[src/rtl/pix_fmt_unit.sv]
module pix_fmt_unit #(
  parameter int STAT_W    = 8,
  parameter int SCALE_LSB = 3
) (
  input  logic              clk,
  input  logic              rst_n,
  input  logic              in_valid,
  input  logic [2:0]        op_sel,
  input  logic [63:0]       opa,
  input  logic [63:0]       opb,
  input  logic [STAT_W-1:0] status,
  output logic              out_valid,
  output logic [63:0]       result,
  output logic              illegal
);
  localparam logic [2:0] OP_PK16 = 3'd0;
  localparam logic [2:0] OP_PK32 = 3'd1;
  localparam logic [2:0] OP_PKFX = 3'd2;
  localparam logic [2:0] OP_EXPD = 3'd3;
  localparam logic [2:0] OP_MRGE = 3'd4;

  logic [3:0]  sc4;
  logic [4:0]  sc5;
  logic [31:0] pk16_w, pkfx_w;
  logic [63:0] pk32_w, expd_w, mrge_w, nxt;
  logic        nxt_ill;

  assign sc4 = status[SCALE_LSB +: 4];
  assign sc5 = status[SCALE_LSB +: 5];

  for (genvar i = 0; i < 4; i++) begin : g_h
    logic signed [31:0] ext, shf;
    assign ext = {{16{opb[16*i+15]}}, opb[16*i +: 16]};
    assign shf = (ext <<< sc4) >>> 7;
    assign pk16_w[8*i +: 8]  = shf[31] ? 8'h00 : (|shf[30:8]) ? 8'hff : shf[7:0];
    assign expd_w[16*i +: 16] = {4'h0, opb[8*i +: 8], 4'h0};
    assign mrge_w[16*i +: 16] = {opa[8*i +: 8], opb[8*i +: 8]};
  end

  for (genvar j = 0; j < 2; j++) begin : g_w
    logic signed [63:0] ext, shf, f23, f16;
    logic [7:0]  byt;
    logic [15:0] fx;
    assign ext = {{32{opb[32*j+31]}}, opb[32*j +: 32]};
    assign shf = ext <<< sc5;
    assign f23 = shf >>> 23;
    assign f16 = shf >>> 16;
    assign byt = f23[63] ? 8'h00 : (|f23[62:8]) ? 8'hff : f23[7:0];
    assign fx  = (f16[63] && !(&f16[62:15])) ? 16'h8000 :
                 (!f16[63] && (|f16[62:15])) ? 16'h7fff : f16[15:0];
    assign pk32_w[32*j +: 32] = {opa[32*j +: 24], byt};
    assign pkfx_w[16*j +: 16] = fx;
  end

  always_comb begin
    nxt     = '0;
    nxt_ill = 1'b0;
    case (op_sel)
      OP_PK16: nxt = {32'h0, pk16_w};
      OP_PK32: nxt = pk32_w;
      OP_PKFX: nxt = {32'h0, pkfx_w};
      OP_EXPD: nxt = expd_w;
      OP_MRGE: nxt = mrge_w;
      default: nxt_ill = 1'b1;
    endcase
  end

  always_ff @(posedge clk or negedge rst_n) begin
    if (!rst_n) begin
      out_valid <= 1'b0;
      result    <= '0;
      illegal   <= 1'b0;
    end else begin
      out_valid <= in_valid;
      if (in_valid) begin
        result  <= nxt;
        illegal <= nxt_ill;
      end
    end
  end

  assert_out_pulse_R2: assert property (@(posedge clk) disable iff (!rst_n)
    in_valid |=> out_valid);
  assert_no_spurious_R2: assert property (@(posedge clk) disable iff (!rst_n)
    !in_valid |=> !out_valid && $stable(result) && $stable(illegal));
  assert_illegal_zero_R9: assert property (@(posedge clk) disable iff (!rst_n)
    out_valid && illegal |-> result == 64'h0);
  assert_pack16_upper_R3: assert property (@(posedge clk) disable iff (!rst_n)
    out_valid && $past(op_sel) == OP_PK16 |-> result[63:32] == 32'h0 && !illegal);
  assert_pack32_keep_R5: assert property (@(posedge clk) disable iff (!rst_n)
    out_valid && $past(op_sel) == OP_PK32 |->
      result[31:8] == $past(opa[23:0]) && result[63:40] == $past(opa[55:32]));
  assert_fix_upper_R6: assert property (@(posedge clk) disable iff (!rst_n)
    out_valid && $past(op_sel) == OP_PKFX |-> result[63:32] == 32'h0);
  assert_expand_zero_R7: assert property (@(posedge clk) disable iff (!rst_n)
    out_valid && $past(op_sel) == OP_EXPD |-> (result & 64'hF00F_F00F_F00F_F00F) == 64'h0);
  assert_merge_bytes_R8: assert property (@(posedge clk) disable iff (!rst_n)
    out_valid && $past(op_sel) == OP_MRGE |->
      result[7:0] == $past(opb[7:0]) && result[63:56] == $past(opa[31:24]));
endmodule

[config.mk]
export PLATFORM = sky130hd
export DESIGN_NAME = pix_fmt_unit
export DESIGN_NICKNAME = d
export VERILOG_FILES = /design/src/rtl/pix_fmt_unit.sv
export SDC_FILE = /design/constraint.sdc
export NUM_CORES = 1
export LEC_CHECK = 0
export ABC_CLOCK_PERIOD_IN_PS = 1700
export BUFFER_PORTS_ARGS = -buffer_cell sky130_fd_sc_hd__buf_2
export CORE_ASPECT_RATIO = 0.6
export CORE_MARGIN = 2
export CORE_UTILIZATION = 45
export DETAILED_ROUTE_END_ITERATION = 7
export MAX_ROUTING_LAYER = met4
export PLACE_DENSITY = 0.67
export SYNTH_ARGS = -nofsm -noshare
export SYNTH_HDL_FRONTEND = slang
export SYNTH_SLANG_ARGS = --single-unit
[constraint.sdc]
create_clock -name clk -period 1.7 [get_ports clk]
set_clock_uncertainty 0.1 [all_clocks]
set_input_delay 0.51 -clock clk [delete_from_list [all_inputs] [get_ports clk]]
set_output_delay 0.51 -clock clk [all_outputs]
set_load 0.02 [all_outputs]
After elaboration in Yosys (flattened, before gate mapping)
Index checks and enable logic that the tools add are counted.
{ "word_totals": {"register_bits": 66, "in_bits": 142, "elab_cells": 49} }
{ "classes": {"eq_ne": 4, "shifts": 6, "muxes": 18, "n_reduce_logical": 18} }
{ "op_table": {"columns": ["operator", "count"], "rows": [
  ["one-hot mux 64 bit (5 select lines)", 1],
  ["<<< shifter 16 x 4 -> 32 bit", 4],
  ["<<< shifter 32 x 5 -> 64 bit", 2],
  ["two-way mux 8 bit", 12],
  ["OR reduction 17 bit", 4],
  ["AND reduction 33 bit", 2],
  ["OR reduction 33 bit", 2],
  ["two-way mux 16 bit", 4],
  ["equality test 3 x 2 -> 1 bit, second input constant", 2],
  ["OR reduction 5 bit", 1],
  ["logical AND 1 bit", 4],
  ["zero test 1 bit", 4],
  ["equality test 3 x 1 -> 1 bit, second input constant", 1],
  ["equality test 3 bit, second input constant", 1],
  ["zero test 3 bit", 1],
  ["two-way mux 1 bit", 1]
]} }

Longest topological paths before layout
{ "logic_depth": {"ltp_word": 6, "ltp_mapped": 17} }

Least setup slack after synthesis
OpenSTA, ideal clock, no wires.
{ "synth_path": {"path_kind": "input to register", "from": "in status[5]", "to": "reg result[3]", "setup_ns": 0.126, "arrival_ns": 3.384, "setup_slack_ns": -1.910, "cell_stages": 13, "path_buffers": 6, "cell_sequence": "buf_6 -> buf_4 -> buf_2 -> buf_2 -> buf_1 -> buf_2 -> mux2i_1 -> a21oi_1 -> or4_1 -> o31ai_1 -> o211ai_1 -> a22o_2 -> o32a_1"} }
{ "synth_via": {"elab_chain_len": 6, "word_cells_on_any_way": 16, "cone_classes": "shift: 2; mux: 7; reduce/logical: 7"} }
{ "synth_lines": {"columns": ["item", "line", "text"], "rows": [
  ["from (decl)", "11", "input logic [STAT_W-1:0] status,"],
  ["<<< shifter 32 x 5 -> 64 bit", "45", "assign shf = ext <<< sc5;"],
  ["OR reduction 33 bit, or another cell as far along", "48, 50", null],
  ["logical AND 1 bit or zero test 1 bit (tied branches)", "50, 49", null],
  ["two-way mux 16 bit or logical AND 1 bit (tied branches)", "50, 49", null],
  ["two-way mux 16 bit", "49", "assign fx = (f16[63] && !(&f16[62:15])) ? 16'h8000 :"],
  ["one-hot mux 64 bit (5 select lines) (*)", "58", "case (op_sel)"],
  ["to (signal assigned)", "76", "result <= nxt;"],
  ["to (decl)", "13", "output logic [63:0] result,"]
]} }
Mark *: on every way between the ends. The rest lies on a longest branch, timed or not.
A chain may end at the register's enable or synchronous reset.

Worst setup path after layout
{ "layout_path": {"from": "in status[3]", "to": "reg result[25]"} }
{ "layout_via": {"elab_chain_len": 6, "word_cells_on_any_way": 14, "cone_classes": "shift: 2; mux: 5; reduce/logical: 7"} }
{ "layout_lines": {"columns": ["item", "line", "text"], "rows": [
  ["<<< shifter 32 x 5 -> 64 bit", "45", null],
  ["OR reduction 33 bit, or another cell as far along", "50", "(!f16[63] && (|f16[62:15])) ? 16'h7fff : f16[15:0];"],
  ["logical AND 1 bit or zero test 1 bit (tied branches)", "50, 49", null],
  ["two-way mux 16 bit or logical AND 1 bit (tied branches)", "50, 49", null],
  ["two-way mux 16 bit", "49", null],
  ["one-hot mux 64 bit (5 select lines) (*)", "58", null]
]} }
Marked as above.

==> impl_results.md <==
* Crit-path most repeated cell: buf_4
* Syn avg cell area at 8.410 um2
* Place WS at -2293 ps
* Synthesized flop and latch total at 66
* Via Count at ~14000
* Sw Share at 0.4041
* IO Pins at approximately 210
* Final hold vios at 0
* LEAKAGE at between 0.007 and 0.008 uW
* Pin count of the biggest net entering global routing at 67
* WL/cell at roughly 27 um
* Worst EP required at roughly 1800 ps
* Starting Density at 0.4557
* Die Y at around 120 um
* Grt ovf at 0
* Total die area at roughly 24000 um2
* Status: finished, violations left
* Max clock buf depth at 2
* Clock Power Share at 0.226
* Placed Cells at 2066
* Max stage delay on crit path at about 550 ps
* Final Max Slew Viols at 0
* Initial antenna violation count at 2
* WL final at roughly 58 mm
* Root Buffer: clkbuf_16
* Clk_lat worst skew at ~330 ps
* Final core occ at 0.7096
* Mapped Nets at 1384
* Die span in x at between 200 and 250 um
* # rows at 43
* Clk slew on worst S/H paths at 60 ps
* H-tree depth at 3
* Crit path arrival time at about 3400 ps
* Slowest cell on crit path: a222oi_1
* PnR worst setup slack at -1582 ps
* Core area at 22920 um2
* Flop pwr share at 0.195
* Placer congestion estimate at approximately 1.1
* Peak Freq at ~300 MHz
* Fin Setup TNS at -58250 ps
* Nets at 1943
* Synthesis warning total at 0
* Fill count at approximately 1900
* Dominant cell type by area after synthesis: dfrtp_1
* Worst hold path class: input port to asynchronous set/reset pin
* Global-route wire length before repair at roughly 83 mm
* 1st-iter DRT viols at about 2400
* Synth Cell Area at 10450 um2
* Crit-path cells: buf_6 > buf_6 > buf_12 > mux2i_2 > mux2_2 > buf_4 > a21oi_1 > o31ai_1 > nand4_1 > buf_4 > nor2_4 > o211ai_1 > a222oi_1 > buf_4 > o221ai_2
* Worst setup SP type: input port
* EDFF count, synth at 0
* Buffers on Ports at around 200
* Sequential-to-total area share from yosys stat at 0.1581
* Worst rel slew slack at 0.5695
* Non-Filler Instances at around 2100
* Gate power share at 0.579
* Unrepaired setup endpoints after global routing: yes
* Distinct cells, synth at 88
* Drt via density at 6.739
* Syn Inst Count at around 1200
* Worst slew pin tran at about 630 ps
* Final setup viols at 40
* Switching pwr at around 3700 uW
* Share of layout cells above drive strength 1 at 0.5180
* Pwr Density at 558.1 nW/um2
* Crit Path Class: input port to flop
* Reg2reg setup slack at -120 ps
* First drt pass iteration count at 8
* Num CTS Buffers at 9
* Crit path capture type: flop
* Max cap viols at 0
* Number of global-route vias before repair at 13363
* CTS tree: built
* Post-synth ARST share at 1.000
* Min Tclk post-route at roughly 3300 ps
* Worst VDD drop at 0.4420 mV
* CTS sink cnt at 66
* Top FF cell, synth: dfrtp_1
* Area contributors post-synth: dfrtp_1 16%, mux4_2 13%, mux2i_1 10%
* All-Layer GR Usage at 0.4644
* Internal power at about 5400 uW
* Failing checks: design-rule violations, negative setup slack
* Post-route clock period utilization at 1.931
* Area grow syn2layout at 55.70%
* Post-synth top area share at 0.1581
* Antenna viol nets, final at 0
* Final HPWL DP at around 44 mm
* DRC at 3
* Largest fanout on the critical path at 21
-- repair_timing --
item                                   4_1_cts  5_1_grt
cloned                                       2        2
endpoints found under the hold margin        0        0
buffers inserted                             8       29
gates resized for setup                     78      115
hold buffers                                 0        0
setup endpoints to repair                   65       56
pin swaps                                   18       30
-- power groups by stage --
stage          Clock [uW]  Sequential, uW  Combinational, uW
3_3_place_gp            0            1790               4570
6_report             2050            1770               5250
5_1_grt              2120            1780               5470
2_1_floorplan           0            1920               2160
3_5_place_dp            0            1790               4580
4_1_cts              2020            1770               4760
-- layout make-up --
type                            count  area, um2  share of cell area
Antenna cell                        2      5.005           0.0003077
Inverter                           20      76.32            0.004693
Timing Repair Buffer              678       5072              0.3119
Multi-Input combinational cell   1026       8746              0.5378
Tap cell                          315      394.1             0.02423
Sequential cell                    66       1652              0.1016
Clock inverter                      6      92.59            0.005693
Clock buffer                        9      225.2             0.01385
-- flip-flops by register name, summed over array words and instances (netlist names) --
name,count
result,64
illegal,1
out_valid,1
-- cells by family after synthesis --
| family | share of synthesized area |
|---|---|
| flops | 0.1581 |
| compound gates | 0.2803 |
| mux | 0.3101 |
| buf+inv | 0.07666 |
| simple gates | 0.1748 |
-- synth_stat cells (17+ instances only) --
cell	number
mux2i_1	105
inv_1	18
o221ai_1	19
nand2_1	142
nor2_1	98
and2_1	17
mux2_2	47
buf_2	28
a211oi_1	23
dfrtp_1	66
a22o_1	17
a21oi_1	71
clkbuf_1	58
a22oi_1	25
mux4_2	59
o21ai_0	83
nand3_1	20
nor3_1	22
-- cells in the final DEF, fill, tap and decap left out, types with 14 or more instances in the layout --
cell	Yosys	final
a211oi_1	23	16
a21oi_1	71	60
a22o_1	17	17
a22oi_1	25	24
and2_1	17	16
buf_12	1	18
buf_2	28	191
buf_4	10	434
buf_6	14	26
dfrtp_1	66	66
inv_1	18	17
mux2_2	47	39
mux2i_1	105	87
mux4_2	59	66
nand2_1	142	139
nand3_1	20	19
nor2_1	98	89
nor2b_1	16	15
nor3_1	22	19
o211ai_1	14	14
o21ai_0	83	61
o21ai_1	2	14
o22a_1	14	14
o22ai_1	15	14
o2bb2ai_1	15	14
-- metrics by stage --
step | power, uW | hold slack, ps | instance area, um2
3_5_place_dp | 6372 | 370.5 | 14760
4_1_cts | 8549 | 98.12 | 15480
6_report | 9076 | 76.07 | 16260
5_1_grt | 9370 | 110.3 | 16260
2_1_floorplan | 4080 | 114.4 | 10790
3_3_place_gp | 6362 | 366.0 | 14760
-- metal layers --
metal	track usage	wire length, um	vias up
li1	-	-	6010
met1	0.6407	23610	6847
met2	0.6406	23170	1246
met3	0.1640	8804	197
met4	0.1213	2071	0
met5	-	0	-
-- worst max-delay path, delay by kind of cell --
family,cells,cell delay [ps]
compound gates,5,1040
simple gates,2,260
mux,2,490
buf+inv,6,1060
-- path summary, 6_finish.rpt --
check,from,endpoint,cells past startpoint
min,rst_n,result[44]$_DFFE_PN0P_,2
max in group asynchronous,rst_n,result[57]$_DFFE_PN0P_,2
max,status[3],result[25]$_DFFE_PN0P_,15
min in group clk,opa[39],result[47]$_DFFE_PN0P_,3
min reg2reg,result[49]$_DFFE_PN0P_,result[49]$_DFFE_PN0P_,1
max reg2reg,result[6]$_DFFE_PN0P_,result[6]$_DFFE_PN0P_,8
Power figures use the tool's default switching activity.
